===== src/rtl/ftc_pkg.sv =====
package ftc_pkg;

  // Word index (byte offset / 4) of each register; channel n adds n to the base
  localparam int unsigned IDX_STATUS   = 0;
  localparam int unsigned IDX_CNT_LO   = 1;
  localparam int unsigned IDX_CNT_HI   = 2;
  localparam int unsigned IDX_CMP_BASE = 3;

  typedef enum logic [1:0] {
    ACC_IDLE  = 2'd0,
    ACC_READ  = 2'd1,
    ACC_WRITE = 2'd2
  } acc_e;

  function automatic acc_e classify(input logic sel, input logic we);
    if (!sel) return ACC_IDLE;
    return we ? ACC_WRITE : ACC_READ;
  endfunction

endpackage


===== src/rtl/ftc_counter.sv =====
module ftc_counter #(
  parameter int W = 32
) (
  input  logic         clk,
  input  logic         rst,
  input  logic         tick_en,
  output logic [W-1:0] cnt_lo,
  output logic [W-1:0] cnt_hi,
  output logic [W-1:0] lo_inc
);

  logic [W-1:0] lo_q;
  logic [W-1:0] hi_q;
  logic         lo_full;

  assign lo_inc  = lo_q + W'(1);
  assign lo_full = &lo_q;

  always_ff @(posedge clk) begin
    if (rst) begin
      lo_q <= '0;
      hi_q <= '0;
    end else if (tick_en) begin
      lo_q <= lo_inc;
      if (lo_full) hi_q <= hi_q + W'(1);
    end
  end

  assign cnt_lo = lo_q;
  assign cnt_hi = hi_q;

  p_step_r2: assert property (@(posedge clk) disable iff (rst)
    tick_en |=> {hi_q, lo_q} == ($past({hi_q, lo_q}) + (2*W)'(1)));

  p_hold_r2: assert property (@(posedge clk) disable iff (rst)
    !tick_en |=> $stable(lo_q) && $stable(hi_q));

  p_carry_r3: assert property (@(posedge clk) disable iff (rst)
    (tick_en && (&lo_q)) |=> (lo_q == '0) && (hi_q == $past(hi_q) + W'(1)));

endmodule


===== src/rtl/ftc_channel.sv =====
module ftc_channel #(
  parameter int W = 32
) (
  input  logic         clk,
  input  logic         rst,
  input  logic         tick_en,
  input  logic [W-1:0] cnt_lo,
  input  logic [W-1:0] lo_inc,
  input  logic         cmp_we,
  input  logic [W-1:0] cmp_wdata,
  input  logic         clr,
  output logic [W-1:0] cmp_q,
  output logic         flag_q
);

  logic hit;

  assign hit = tick_en && (lo_inc == cmp_q);

  always_ff @(posedge clk) begin
    if (rst)         cmp_q <= '0;
    else if (cmp_we) cmp_q <= cmp_wdata;
  end

  // a match in the same cycle as a clear keeps the flag set
  always_ff @(posedge clk) begin
    if (rst)      flag_q <= 1'b0;
    else if (hit) flag_q <= 1'b1;
    else if (clr) flag_q <= 1'b0;
  end

  p_rise_r5: assert property (@(posedge clk) disable iff (rst)
    $rose(flag_q) |-> $past(tick_en) && (cnt_lo == $past(cmp_q)));

  p_sticky_r6: assert property (@(posedge clk) disable iff (rst)
    (flag_q && !clr) |=> flag_q);

  p_clear_r7: assert property (@(posedge clk) disable iff (rst)
    (clr && !tick_en) |=> !flag_q);

  p_setwins_r8: assert property (@(posedge clk) disable iff (rst)
    (clr && tick_en && (lo_inc == cmp_q)) |=> flag_q);

endmodule


===== src/rtl/ftc_bus.sv =====
module ftc_bus
  import ftc_pkg::*;
#(
  parameter int W      = 32,
  parameter int NCH    = 4,
  parameter int ADDR_W = 5
) (
  input  logic             clk,
  input  logic             rst,
  input  logic             sel,
  input  logic             we,
  input  logic [ADDR_W-1:0] addr,
  input  logic [W-1:0]     wdata,
  input  logic [NCH-1:0]   flags,
  input  logic [W-1:0]     cnt_lo,
  input  logic [W-1:0]     cnt_hi,
  input  logic [NCH*W-1:0] cmp_all,
  output logic [NCH-1:0]   cmp_we,
  output logic [NCH-1:0]   clr_mask,
  output logic [W-1:0]     rdata
);

  localparam int IDX_W    = ADDR_W - 2;
  localparam int LAST_IDX = IDX_CMP_BASE + NCH - 1;

  acc_e             acc;
  logic [IDX_W-1:0] word_idx;
  logic [1:0]       unused_byte_lsb;
  logic [W-1:0]     rd_next;

  assign acc             = classify(sel, we);
  assign word_idx        = addr[ADDR_W-1:2];
  assign unused_byte_lsb = addr[1:0];

  genvar ch;
  generate
    for (ch = 0; ch < NCH; ch++) begin : g_wdec
      assign cmp_we[ch] = (acc == ACC_WRITE) && (word_idx == IDX_W'(IDX_CMP_BASE + ch));
    end
  endgenerate

  assign clr_mask = ((acc == ACC_WRITE) && (word_idx == IDX_W'(IDX_STATUS)))
                    ? wdata[NCH-1:0] : '0;

  always_comb begin
    rd_next = '0;
    if (word_idx == IDX_W'(IDX_STATUS))      rd_next[NCH-1:0] = flags;
    else if (word_idx == IDX_W'(IDX_CNT_LO)) rd_next = cnt_lo;
    else if (word_idx == IDX_W'(IDX_CNT_HI)) rd_next = cnt_hi;
    for (int c = 0; c < NCH; c++) begin
      if (word_idx == IDX_W'(IDX_CMP_BASE + c)) rd_next = cmp_all[c*W +: W];
    end
  end

  always_ff @(posedge clk) begin
    if (rst)                  rdata <= '0;
    else if (acc == ACC_READ) rdata <= rd_next;
  end

  p_stat_upper_r7: assert property (@(posedge clk) disable iff (rst)
    ((acc == ACC_READ) && (word_idx == IDX_W'(IDX_STATUS))) |=> (rdata[W-1:NCH] == '0));

  p_unmapped_r10: assert property (@(posedge clk) disable iff (rst)
    ((acc == ACC_READ) && (word_idx > IDX_W'(LAST_IDX))) |=> (rdata == '0));

  p_onehot_we_r4: assert property (@(posedge clk) disable iff (rst)
    $onehot0(cmp_we));

endmodule


===== src/rtl/free_timer_cmp.sv =====
module free_timer_cmp #(
  parameter int WORD_W = 32,
  parameter int NUM_CH = 4,
  parameter int ADDR_W = 5
) (
  input  logic              clk,
  input  logic              rst,
  input  logic              tick_en,
  input  logic              bus_sel,
  input  logic              bus_we,
  input  logic [ADDR_W-1:0] bus_addr,
  input  logic [WORD_W-1:0] bus_wdata,
  output logic [WORD_W-1:0] bus_rdata,
  output logic [NUM_CH-1:0] irq
);

  logic [WORD_W-1:0]        cnt_lo;
  logic [WORD_W-1:0]        cnt_hi;
  logic [WORD_W-1:0]        lo_inc;
  logic [NUM_CH-1:0]        cmp_we;
  logic [NUM_CH-1:0]        clr_mask;
  logic [NUM_CH-1:0]        flags;
  logic [NUM_CH*WORD_W-1:0] cmp_all;

  ftc_counter #(.W(WORD_W)) u_counter (
    .clk     (clk),
    .rst     (rst),
    .tick_en (tick_en),
    .cnt_lo  (cnt_lo),
    .cnt_hi  (cnt_hi),
    .lo_inc  (lo_inc)
  );

  genvar ch;
  generate
    for (ch = 0; ch < NUM_CH; ch++) begin : g_ch
      ftc_channel #(.W(WORD_W)) u_channel (
        .clk       (clk),
        .rst       (rst),
        .tick_en   (tick_en),
        .cnt_lo    (cnt_lo),
        .lo_inc    (lo_inc),
        .cmp_we    (cmp_we[ch]),
        .cmp_wdata (bus_wdata),
        .clr       (clr_mask[ch]),
        .cmp_q     (cmp_all[ch*WORD_W +: WORD_W]),
        .flag_q    (flags[ch])
      );
    end
  endgenerate

  ftc_bus #(.W(WORD_W), .NCH(NUM_CH), .ADDR_W(ADDR_W)) u_bus (
    .clk      (clk),
    .rst      (rst),
    .sel      (bus_sel),
    .we       (bus_we),
    .addr     (bus_addr),
    .wdata    (bus_wdata),
    .flags    (flags),
    .cnt_lo   (cnt_lo),
    .cnt_hi   (cnt_hi),
    .cmp_all  (cmp_all),
    .cmp_we   (cmp_we),
    .clr_mask (clr_mask),
    .rdata    (bus_rdata)
  );

  assign irq = flags;

  p_irq_reset_r1: assert property (@(posedge clk)
    rst |=> (irq == '0) && (bus_rdata == '0));

endmodule


===== config.mk =====
export PLATFORM = sky130hd
export DESIGN_NAME = free_timer_cmp
export DESIGN_NICKNAME = d
export VERILOG_FILES = /design/src/rtl/ftc_pkg.sv /design/src/rtl/ftc_counter.sv /design/src/rtl/ftc_channel.sv /design/src/rtl/ftc_bus.sv /design/src/rtl/free_timer_cmp.sv
export SDC_FILE = /design/constraint.sdc
export NUM_CORES = 1
export LEC_CHECK = 0
export BUFFER_PORTS_ARGS = -buffer_cell sky130_fd_sc_hd__buf_2
export CAP_MARGIN = 20
export CORE_MARGIN = 3
export CORE_UTILIZATION = 40
export CTS_CLUSTER_SIZE = 40
export DETAILED_ROUTE_END_ITERATION = 10
export REMOVE_ABC_BUFFERS = 1
export SLEW_MARGIN = 10
export SYNTH_ARGS = -nofsm -noshare
export SYNTH_HDL_FRONTEND = slang
export SYNTH_SLANG_ARGS = --single-unit
export TNS_END_PERCENT = 30

===== constraint.sdc =====
create_clock -name clk -period 3.8 [get_ports clk]
set_clock_uncertainty 0.15 [all_clocks]
set_input_delay 0.95 -clock clk [delete_from_list [all_inputs] [get_ports clk]]
set_output_delay 0.95 -clock clk [all_outputs]
set_load 0.02 [all_outputs]

* Yosys cells after proc, flatten, opt, wreduce, memory -nomap -nowiden
Index checks and enable logic that the tools add are counted.
Storage, ports and cells: input bits 42, output and inout bits 36, logic and storage cells 59, register bits after elaboration 228
Cells by class: equal/unequal tests 12, add/subtract/negate cells 2, reductions and logical operators 15, muxes and demuxes 19
Operators with widths (count):
- 32-bit two-way mux | 6
- 32-bit == test | 4
- 32-bit by 1-bit adder with 32-bit output, second input constant | 2
- 33-bit AND reduction | 1
- 28-bit two-way mux | 1
- 3-bit == test, second input constant | 3
- 1-bit logical AND | 9
- 1-bit two-way mux | 8
- 4-bit two-way mux | 2
- 2-bit nonzero test | 4
- 3-bit by 2-bit == test with 1-bit output, second input constant | 2
- 2-bit two-way mux | 2
- 3-bit by 1-bit == test with 1-bit output, second input constant | 1
- 3-bit zero test | 1
- 2-bit by 1-bit == test with 1-bit output, second input constant | 1
- 2-bit == test, second input constant | 1

* Longest topological paths before layout
word-level depth 8, depth in mapped cells 11, gate-level depth less buffers 9

* Modules after synthesis
Synthesis repeated with hierarchy kept, for this count alone.
Unflattened totals: cells, all modules 1406, area total of the unflattened synthesis 12097.9 µm²
Modules (own cells, without submodules):
- ftc_channel | times used 4, cells an instance 151, sequential area each 660.6 µm², area each 1506.4 µm²
- ftc_counter | times used 1, cells an instance 423, sequential area each 1281.2 µm², area each 3422.0 µm²
- ftc_bus | times used 1, cells an instance 379, sequential area each 640.6 µm², area each 2650.0 µm²

* Least setup slack after synthesis
OpenSTA, ideal clock, no wires.
path kind register -> register, from register u_counter.lo_q[1], in the netlist u_counter.cnt_lo[1], to register g_ch[0].u_channel.flag_q, setup slack 0.913 ns, stages on the path, launching flop included 11, buffers on the path 1, data arrival time 2.650 ns, data required time 3.563 ns, period minus slack after synthesis 2.887 ns, cell sequence dfxtp_1 > ha_1 > buf_2 > and4_1 > nand2_2 > nor3_4 > xnor2_1 > xor2_1 > nand4_1 > or4_1 > o31ai_1
On the way: word-level cells in the longest chain between the ends 4, elaborated cells between the ends (all ways) 5
Ends and longest elaborated chain:
- from (decl) | line ftc_counter.sv:12 | logic [W-1:0] lo_q;
- from (signal assigned) | line ftc_counter.sv:24 | lo_q <= lo_inc;
- 32-bit by 1-bit adder with 32-bit output (*) | line ftc_counter.sv:16 | assign lo_inc = lo_q + W'(1);
- 32-bit == test (*) | line ftc_channel.sv:18 | assign hit = tick_en && (lo_inc == cmp_q);
- 1-bit logical AND (*) | line ftc_channel.sv:18
- 1-bit two-way mux / 2-bit nonzero test (equally long branches)
- to (signal assigned) | line ftc_channel.sv:27 | if (rst) flag_q <= 1'b0;
- to (signal assigned) | line ftc_channel.sv:28 | else if (hit) flag_q <= 1'b1;
- to (signal assigned) | line ftc_channel.sv:29 | else if (clr) flag_q <= 1'b0;
- to (decl) | line ftc_channel.sv:13 | output logic flag_q
Every way passes the cells marked *; elsewhere a longest branch is shown, timed or not. A chain may end at the register's enable or synchronous reset.

* Worst setup path in the final report
Ends and elaborated chain as after synthesis.

==> reports/qor.csv <==
metric,value,unit
outcome,"finished, final reports clean",
Remaining DRCs,0,
Multi-input gate area,7860,sq um
most common cell in the netlist,nand2_1,
vias in the first global route,11900,
area share of the largest cell type after synthesis,35.0,%
switching share of power,25.4,%
GRT Max-Usage Layer,met2,
IO Port Bufs,75,
Async SR Flop Fraction,0,%
Comb pwr share,8.3,%
die height,187,um
Pint,4.14,mW
RSZ-0062 raised after global routing,no,
Yosys Warn Count,0,
Hold WC Path Type,flip-flop to flip-flop,
wire length per cell,21.0,um
worst skew pair latency,0.55,ns
fin crit period,3.48,ns
switching power,1.41,mW
utilization of the core after routing,46.8,%
fillers,3268,
Vias/cell,5.62,
final setup fails,0,
I/O pins,78,
clock sinks,228,
syn_area_per_cell,7.47,sq um
Initial DRC Count,1077,
met2 Usage GRT,42.8,%
pin count of the biggest net entering global routing,91,
Tcrit/Tclk final,91.5,%
Core ar.,31800,sq um
CTS resizes,0,
sequential share of power,44.4,%
Vias,12600,
Pwr Density,373,nW/um^2
Max Fanout on Critical Path,10,
Slew @ Worst Pin,0.992,ns
critical path capture point type,flip-flop,
routability congestion estimate,0.956,
P&R area growth vs syn,14.1,%
total track usage,26.1,%
met3 usage,3.57,%
Slew HR,33.9,%
crit path DAT,3.78,ns
WHS,0.303,ns
Std-Cell Rows,65,
first-pass GRT wire length,71900,um
netlist area before placement,13000,sq um
synthesized flop and latch total,228,
Worst-path clk slew,0.06,ns
Routed WL,47100,um
number of cells produced by synthesis,1745,
"Seq/Total Area, Yosys",35.0,%
fin. max-slew vios,0,
fmax,288,MHz
synth top area cells,"dfxtp_1, a21oi_1, nand2_1, xnor2_1, xor2_1",
TritonCTS Buffers,27,
CTS Root Buffer Type,clkbuf_16,
antenna cells,0,
critical path launch point type,flip-flop,
Storage cell area,4560,sq um
Setup TNS,0,ns
"Hold Violations, Final",0,
drt pass-1 iters,5,
Setup WS post-layout,0.325,ns
TritonCTS clock tree,built,
layout cells sized above 1,12.6,%
DP HPWL,34800,um
Peak VDD IR,0.374,mV
Max H-tree Level,1,
Post-synth top flop,dfxtp_1,
starting density of the core,41.0,%
Synth top cells by count,"nand2_1, a21oi_1, dfxtp_1",
worst endpoint required time,4.10,ns
Pwr Total,5.54,mW
leading area contributor after synthesis,dfxtp_1,
Detail Route Antenna Nets,0,
initial antenna violation count,0,
Setup Buffers After CTS,0,
Crit Path Class,flip-flop to flip-flop,
overflow left after global routing,0,
Synth cell types,67,
Post-CTS Hold Fix Bufs,0,
Chip Width,187,um
Pleak,5.41,nW
CTS Buffer Depth,3,
pre-CTS setup slack,0.363,ns
M1 GR Usage,36.0,%
Die ar.,34800,sq um
Max Cap Viol,0,
clock share of power,47.3,%
Post-synth EDFFs,0,
fin nets,1830,
==> path summary, 6_finish.rpt <==
| path | cells after the start | to | slack, ns | start |
|---|---|---|---|---|
| worst min register to register | 2 | u_bus.rdata[3]$_SDFFE_PP0N_ | 0.30 | u_bus.rdata[3]$_SDFFE_PP0N_ |
| worst max register to register | 9 | g_ch[0].u_channel.flag_q$_SDFFE_PP0P_ | 0.32 | u_counter.cnt_lo[1]$_SDFFE_PP0P_ |
| worst min-delay path | 2 | u_bus.rdata[3]$_SDFFE_PP0N_ | 0.30 | u_bus.rdata[3]$_SDFFE_PP0N_ |
| worst max-delay path | 9 | g_ch[0].u_channel.flag_q$_SDFFE_PP0P_ | 0.32 | u_counter.cnt_lo[1]$_SDFFE_PP0P_ |
==> cell usage in the layout (no fill, tap or decap), types with 4 or more instances in the layout <==
cell type	synthesis	final
xnor2_1	104	104
nor2_2	2	4
nor3_1	31	29
and2_1	4	4
nand2b_1	13	12
a22o_1	4	4
dfxtp_1	228	228
mux2i_1	34	34
nand3_1	32	32
buf_2	19	73
inv_1	13	13
nor4_1	12	12
nand2_1	318	318
clkbuf_8	0	6
o21ai_0	39	39
nand3b_1	5	5
xor2_1	88	88
and4_1	12	12
and3_1	12	12
buf_4	10	73
clkbuf_16	0	27
nand4_1	31	31
clkbuf_1	95	9
o2111ai_1	8	8
nor2_1	199	197
mux2_2	4	4
a2111oi_0	7	7
o22ai_1	33	33
nor2b_1	10	9
a31oi_1	5	5
or3_1	19	19
a211oi_1	34	34
a21oi_1	250	250
==> through the flow <==
step                      instances  instance area, sq um
final                          2241                 14900
after global routing           2241                 14900
after CTS                      2241                 14900
after detailed placement       2192                 14000
after global placement         2192                 14000
after floorplan                1608                 12500
==> layer usage <==
layer | routed length, um | vias to the layer above
met3 | 2880 | 72
met5 | 0 | -
met1 | 21200 | 6009
li1 | - | 6074
met4 | 1530 | 0
met2 | 21400 | 436
==> sequential cells by signal (all words and copies together), names as in the netlist <==
signal	cells
u_counter.cnt_hi	32
u_bus.rdata	32
g_ch.u_channel.flag_q	4
g_ch.u_channel.cmp_q	128
u_counter.cnt_lo	32
==> power groups by stage <==
| stage | Combinational, mW | Clock, mW | Sequential (mW) |
|---|---|---|---|
| 2_1_floorplan | 0.184 | 0 | 2.53 |
| 3_3_place_gp | 0.448 | 0 | 2.51 |
| 3_5_place_dp | 0.451 | 0 | 2.52 |
| 4_1_cts | 0.453 | 2.67 | 2.46 |
| 5_1_grt | 0.494 | 2.75 | 2.47 |
| 6_report | 0.458 | 2.62 | 2.46 |
==> cells by family after synthesis <==
family	synth area share [%]
flip-flops	35.0
multiplexers	2.96
AO/OA/AOI/OAI	18.0
buffers and inverters	4.85
XOR/XNOR	13.2
AND/OR/NAND/NOR	25.8
adder cells (fa/ha/maj)	0.192
==> final cells by class <==
| type | instances | area share, % |
|---|---|---|
| Multi-Input combinational cell | 1367 | 52.9 |
| Sequential cell | 228 | 30.7 |
| Inverter | 13 | 0.328 |
| Tap cell | 435 | 3.66 |
| Clock buffer | 42 | 5.33 |
| Clock inverter | 7 | 0.648 |
| Timing Repair Buffer | 149 | 6.49 |
==> critical path, stage by stage, from the launching register on <==
cell,delay (ns)
dfxtp_1,0.47
ha_1,0.45
and4_1,0.35
nand2_1,0.13
xor2_1,0.29
xor2_1,0.26
o221ai_1,0.20
a2111oi_0,0.65
nand4_1,0.16
o31ai_1,0.27
Power figures use the tool's default switching activity.
